`src/rtl/brb_pkg.sv`:
```
`timescale 1ns/1ps
package brb_pkg;

    localparam int MAX_WORDS = 8;
    localparam int IW        = $clog2(MAX_WORDS);

    typedef enum logic [1:0] {
        BL_2  = 2'd0,
        BL_4  = 2'd1,
        BL_8  = 2'd2,
        BL_8X = 2'd3
    } blen_e;

    typedef struct packed {
        logic          wr;
        logic [IW-1:0] idx;
    } fill_t;

    function automatic logic [IW:0] burst_words(input blen_e code);
        case (code)
            BL_2:    return (IW+1)'(2);
            BL_4:    return (IW+1)'(4);
            default: return (IW+1)'(MAX_WORDS);
        endcase
    endfunction

endpackage

```
`src/rtl/brb_store.sv`:
```
`timescale 1ns/1ps
module brb_store
    import brb_pkg::*;
#(
    parameter int DW = 32
) (
    input  logic                 clk,
    input  logic                 rst,
    input  logic                 clr,
    input  logic                 wr,
    input  logic [IW-1:0]        wr_idx,
    input  logic [DW-1:0]        wr_data,
    input  logic [IW-1:0]        rd_idx,
    output logic [DW-1:0]        rd_data,
    output logic [MAX_WORDS-1:0] vld
);

    logic [DW-1:0] words_q [MAX_WORDS];

    always_ff @(posedge clk) begin
        if (wr) begin
            words_q[wr_idx] <= wr_data;
        end
    end

    always_ff @(posedge clk) begin
        if (rst || clr) begin
            vld <= '0;
        end else if (wr) begin
            vld[wr_idx] <= 1'b1;
        end
    end

    assign rd_data = words_q[rd_idx];

endmodule

```
`src/rtl/brb_fill.sv`:
```
`timescale 1ns/1ps
module brb_fill
    import brb_pkg::*;
#(
    parameter int LAT = 4
) (
    input  logic  clk,
    input  logic  rst,
    input  logic  start,
    input  blen_e start_code,
    output logic  busy,
    output fill_t fill
);

    localparam int CW = $clog2(LAT + MAX_WORDS + 1);

    logic [CW-1:0] cnt_q;
    blen_e         code_q;
    logic          last;
    logic [CW-1:0] offs;

    always_comb begin
        offs     = cnt_q - CW'(LAT);
        fill.wr  = busy && (cnt_q >= CW'(LAT));
        fill.idx = offs[IW-1:0];
        last     = fill.wr && ((IW+1)'(fill.idx) == burst_words(code_q) - 1'b1);
    end

    always_ff @(posedge clk) begin
        if (rst) begin
            busy   <= 1'b0;
            cnt_q  <= '0;
            code_q <= BL_2;
        end else if (start) begin
            busy   <= 1'b1;
            cnt_q  <= CW'(1);
            code_q <= start_code;
        end else if (busy) begin
            if (last) begin
                busy <= 1'b0;
            end else begin
                cnt_q <= cnt_q + 1'b1;
            end
        end
    end

    initial begin
        if (LAT < 1) $error("LAT must be at least 1");
    end

    AST_START_IDLE: assert property (@(posedge clk) disable iff (rst)
        start |-> !busy);

endmodule

```
`src/rtl/burst_rdbuf.sv`:
```
`timescale 1ns/1ps
module burst_rdbuf
    import brb_pkg::*;
#(
    parameter int AW  = 16,
    parameter int DW  = 32,
    parameter int LAT = 4
) (
    input  logic          clk,
    input  logic          rst,
    input  logic [1:0]    cfg_blen,
    input  logic          lk_req,
    input  logic [AW-1:0] lk_addr,
    output logic          lk_ack,
    output logic [DW-1:0] lk_rdata,
    input  logic          wr_vld,
    input  logic [AW-1:0] wr_addr,
    output logic          sd_rd_cmd,
    output logic [AW-1:0] sd_rd_addr,
    output logic [1:0]    sd_rd_blen,
    input  logic [DW-1:0] sd_rdata
);

    // stored line: base, length, poison flag for an interrupted burst
    logic [AW-1:0]        base_q;
    blen_e                code_q;
    logic                 poison_q;

    logic [AW-1:0]        line_mask;
    logic [AW-1:0]        next_mask;
    logic [IW-1:0]        rd_idx;
    logic                 req_in, snp_hit, fwd, issue, busy;
    logic                 st_wr;
    logic [DW-1:0]        st_data;
    logic [MAX_WORDS-1:0] vld;
    fill_t                fill;

    function automatic logic in_line(input logic [AW-1:0] a,
                                     input logic [AW-1:0] b,
                                     input logic [AW-1:0] m);
        return ((a ^ b) & ~m) == '0;
    endfunction

    always_comb begin
        line_mask = AW'(burst_words(code_q) - 1'b1);
        next_mask = AW'(burst_words(blen_e'(cfg_blen)) - 1'b1);
        rd_idx    = lk_addr[IW-1:0] & line_mask[IW-1:0];
        req_in    = lk_req && in_line(lk_addr, base_q, line_mask);
        snp_hit   = wr_vld && in_line(wr_addr, base_q, line_mask);
        fwd       = fill.wr && !poison_q && (fill.idx == rd_idx);
        lk_ack    = req_in && (vld[rd_idx] || fwd) && !snp_hit;
        lk_rdata  = vld[rd_idx] ? st_data : sd_rdata;
        issue     = lk_req && !lk_ack && !busy && !wr_vld;
        st_wr     = fill.wr && !poison_q && !snp_hit;
    end

    assign sd_rd_cmd  = issue;
    assign sd_rd_addr = lk_addr & ~next_mask;
    assign sd_rd_blen = cfg_blen;

    always_ff @(posedge clk) begin
        if (rst) begin
            base_q   <= '0;
            code_q   <= BL_2;
            poison_q <= 1'b0;
        end else if (issue) begin
            base_q   <= sd_rd_addr;
            code_q   <= blen_e'(cfg_blen);
            poison_q <= 1'b0;
        end else if (snp_hit) begin
            poison_q <= 1'b1;
        end
    end

    brb_fill #(.LAT(LAT)) u_fill (
        .clk        (clk),
        .rst        (rst),
        .start      (issue),
        .start_code (blen_e'(cfg_blen)),
        .busy       (busy),
        .fill       (fill)
    );

    brb_store #(.DW(DW)) u_store (
        .clk     (clk),
        .rst     (rst),
        .clr     (issue || snp_hit),
        .wr      (st_wr),
        .wr_idx  (fill.idx),
        .wr_data (sd_rdata),
        .rd_idx  (rd_idx),
        .rd_data (st_data),
        .vld     (vld)
    );

    AST_CMD_CLEARS_LINE: assert property (@(posedge clk) disable iff (rst)
        sd_rd_cmd |=> (vld == '0));

    AST_CMD_ONE_PULSE: assert property (@(posedge clk) disable iff (rst)
        sd_rd_cmd |=> !sd_rd_cmd);

    AST_NO_ACK_WITH_CMD: assert property (@(posedge clk) disable iff (rst)
        !(lk_ack && sd_rd_cmd));

    AST_FILL_IN_LINE: assert property (@(posedge clk) disable iff (rst)
        fill.wr |-> ((IW+1)'(fill.idx) < burst_words(code_q)));

    AST_SNOOP_DROPS: assert property (@(posedge clk) disable iff (rst)
        snp_hit |=> (vld == '0));

endmodule

```
`config.mk`:
```
export PLATFORM = sky130hd
export DESIGN_NAME = burst_rdbuf
export DESIGN_NICKNAME = d
export VERILOG_FILES = /design/src/rtl/brb_pkg.sv /design/src/rtl/brb_store.sv /design/src/rtl/brb_fill.sv /design/src/rtl/burst_rdbuf.sv
export SDC_FILE = /design/constraint.sdc
export NUM_CORES = 1
export LEC_CHECK = 0
export ABC_AREA = 1
export BUFFER_PORTS_ARGS = -buffer_cell sky130_fd_sc_hd__buf_2
export CORE_UTILIZATION = 40
export CTS_CLUSTER_DIAMETER = 120
export DETAILED_ROUTE_END_ITERATION = 6
export SLEW_MARGIN = 20
export SYNTH_ARGS = -nofsm -noshare
export SYNTH_HDL_FRONTEND = slang
export SYNTH_HIERARCHICAL = 1
export SYNTH_SLANG_ARGS = --single-unit
```
`constraint.sdc`:
```
create_clock -name clk -period 3.8 [get_ports clk]
set_clock_uncertainty 0.2 [all_clocks]
set_input_delay 0.76 -clock clk [delete_from_list [all_inputs] [get_ports clk]]
set_output_delay 0.76 -clock clk [all_outputs]
set_load 0.01 [all_outputs]
```
==> reports/metrics.cfg <==
[sta]
post-route-min-period_ns=3.52
hold_viol=0
setup_tns_ns=0
tightest_slew_ns=0.664
post-route-period-util=0.927
rsz0062_at_grt=no
setup_violations=0
max_freq_ghz=0.284
max-slew-margin-rel=0.557
drv_slew=0

[cts]
cts_tree=done
clock_sinks=289
h-tree-depth=1
ctsResizeCount=0
cts_hold_repair.buffers=0
clk_pin_slew_worst_paths_ns=0.06
clk_path_buf_depth=3
clockRootBuffer=clkbuf_16
post-cts-setup-buffers=0
clock_latency_ns=0.57
cts_buffers=30

[floorplanning]
core_um2=34500
io_pins=122
initial_core_util=0.406
dieArea_um2=35800
chipHeight_um=189
die_w_um=189
num_rows=68

[global_route]
gr-total-overflow=0
grt_pass1_vias=9605
grt_util_all_layers=0.179
grt_max_degree=60
antenna_found_initial=1
grt_pass1_wl_mm=50.2

[place]
post_dp_cell_area_um2=15100
place.detailed.hpwl_mm=18.3
port_buffers=119
place.gp.congestion=0.849

[detailed_routing]
wl_per_cell_um=14.4
dr.max_layer_used=met5
met1Wirelength_mm=14.0
met3_length_mm=1.11
antenna_left=0
vias=10000
drc_errors=0
drtIter0Drc=481
wirelength_mm=31.1
route.met2.wl_mm=15.2
drt-pass1-iter-count=4
avgViaCountPerCell=4.62

[power_and_ir_drop]
p_per_area_nw_per_um2=431
swShare=0.228
pwr-share-clk=0.408
power.leakage_nw=7.48
p_comb_frac=0.089
ir_drop_mv=0.335
internal_power_mw=5.35
power.share.sequential=0.503
p_switching_mw=1.58

[hold_path]
hp-class=input port to flop

[final_layout]
final_net_count=1762
areaGrowthSynthToFinish_pct=14.6
drive_gt1_frac=0.139
layout_common_cells=544 x nand2_1, 318 x inv_1, 256 x edfxtp_1, 165 x nand3_1, 118 x buf_2
antennaDiodeCount=0
fin_area_um2=16100
layout_commonest_cell=nand2_1

[logic_synthesis]
ys_ff_latch=289
synth.distinct_cells=38
netlist_area_um2=14000
seq_area_frac_synth=0.595
synth_top_family_by_area=simple AND/OR/NAND/NOR gates
syn_inst=1587
async_reset_ff_frac=0
synth_compound_area_frac=0.0152
synth-xor-area-share=0.00499
synth_nets=1659
yosys_warnings=6
synth_ff_type=edfxtp_1
synthSimpleGateAreaFrac=0.237
synth_adder_area_share=0.00178
synth-edff-count=256
syn_area_per_cell_um2=8.84
synth_mux_area_frac=0.0257

[flow_run]
drv_cap=0

[critical_path]
worstPathArrival_ns=2.56
reg2reg_slack_ns=1.09
crit_required_ns=2.84
end_kind=output pin
start_kind=flop
critPathMaxFanout=11
criticalPathCategory=flop to output pin

[outcome]
outcome=completed

[kinds of logic after synthesis]
family / count (synthesis)
compound gates: 38
flops: 289
other cells: 1
simple gates: 809
mux: 32
xor+xnor: 8
buf+inv: 408
fa+ha+maj: 2
[layer usage]
| metal | up-vias | global-route usage |
|---|---|---|
| met4 | 2 | 0.0493 |
| li1 | 5124 | - |
| met5 | - | 0 |
| met1 | 4661 | 0.229 |
| met2 | 163 | 0.314 |
| met3 | 58 | 0.0256 |
[power by group through the flow]
stage | clock (mW) | sequential, mW | combinational (mW)
global route | 3.03 | 3.49 | 0.703
global placement | 0 | 3.55 | 0.616
CTS | 2.90 | 3.49 | 0.628
detailed placement | 0 | 3.55 | 0.625
finish | 2.83 | 3.49 | 0.617
floorplan | 0 | 3.55 | 0.405
[critical path: stages, from the launching register on]
cell and delay (ns):
dfxtp_1 0.37, o21ai_2 0.29, inv_2 0.12, nand2_1 0.08, nand3_1 0.07, nand2_2 0.33
buf_12 0.21, mux2_2 0.38, buf_2 0.16
[cells in the mapped netlist (2+ instances only)]
master / count / area (um2)
mux2_2: 32 / 360
a21oi_1: 25 / 125
nand3_1: 165 / 826
or2_1: 2 / 12.5
xor2_1: 3 / 26.3
nor3_1: 3 / 15.0
ha_1: 2 / 25.0
dfxtp_1: 33 / 661
nand2_1: 544 / 2040
inv_2: 6 / 22.5
nand4_1: 7 / 43.8
buf_1: 7 / 26.3
nor2_1: 76 / 285
nand3b_1: 2 / 15.0
buf_4: 22 / 165
a211oi_1: 2 / 15.0
xnor2_1: 5 / 43.8
nand2_2: 3 / 18.8
o21ai_0: 5 / 25.0
clkbuf_1: 23 / 86.3
o2111ai_1: 2 / 17.5
buf_6: 7 / 78.8
edfxtp_1: 256 / 7690
inv_1: 323 / 1210
buf_2: 19 / 95.1
[registers in the layout (all words and copies together) (netlist names)]
register and count:
code_q 2, u_store/vld 8, u_fill/busy 1, base_q 15
u_fill/cnt_q 4, poison_q 1, u_store/words_q 256, u_fill/code_q 2
[area by class of cell]
cell class,count,area (um2)
clock buffer,40,788
clock inverter,12,161
fill,3290,18500
inverter,330,1240
multi-input combinational,890,4000
sequential,289,8350
tap,455,569
timing repair buffer,149,973
[stage by stage]
stage / utilization / hold slack (ns) / instances / power (mW) / worst slack, ns
final: 0.466 / 0.251 / 2165 / 6.93 / 0.276
after global routing: 0.466 / 0.258 / 2165 / 7.22 / 0.101
after CTS: 0.466 / 0.224 / 2165 / 7.01 / 0.222
after detailed placement: 0.438 / 0.259 / 2113 / 4.18 / 0.397
after global placement: 0.438 / 0.252 / 2113 / 4.17 / 0.408
after floorplan: - / 0.240 / 1587 / 3.96 / 0.419
[final timing paths]
kind                                    start                          endpoint  cells past startpoint
hold / removal                            rst      u_fill/cnt_q[0]$_SDFFE_PP0P_                      2
setup reg to reg      base_q[14]$_SDFFE_PP0P_  u_store/words_q[6][18]$_DFFE_PP_                     13
hold reg to reg   u_store/vld[0]$_SDFFE_PP0P_       u_store/vld[0]$_SDFFE_PP0P_                      2
setup / recovery       code_q[1]$_SDFFE_PP0P_                      lk_rdata[11]                      8
Note: power is estimated with default switching activity, not from simulation.
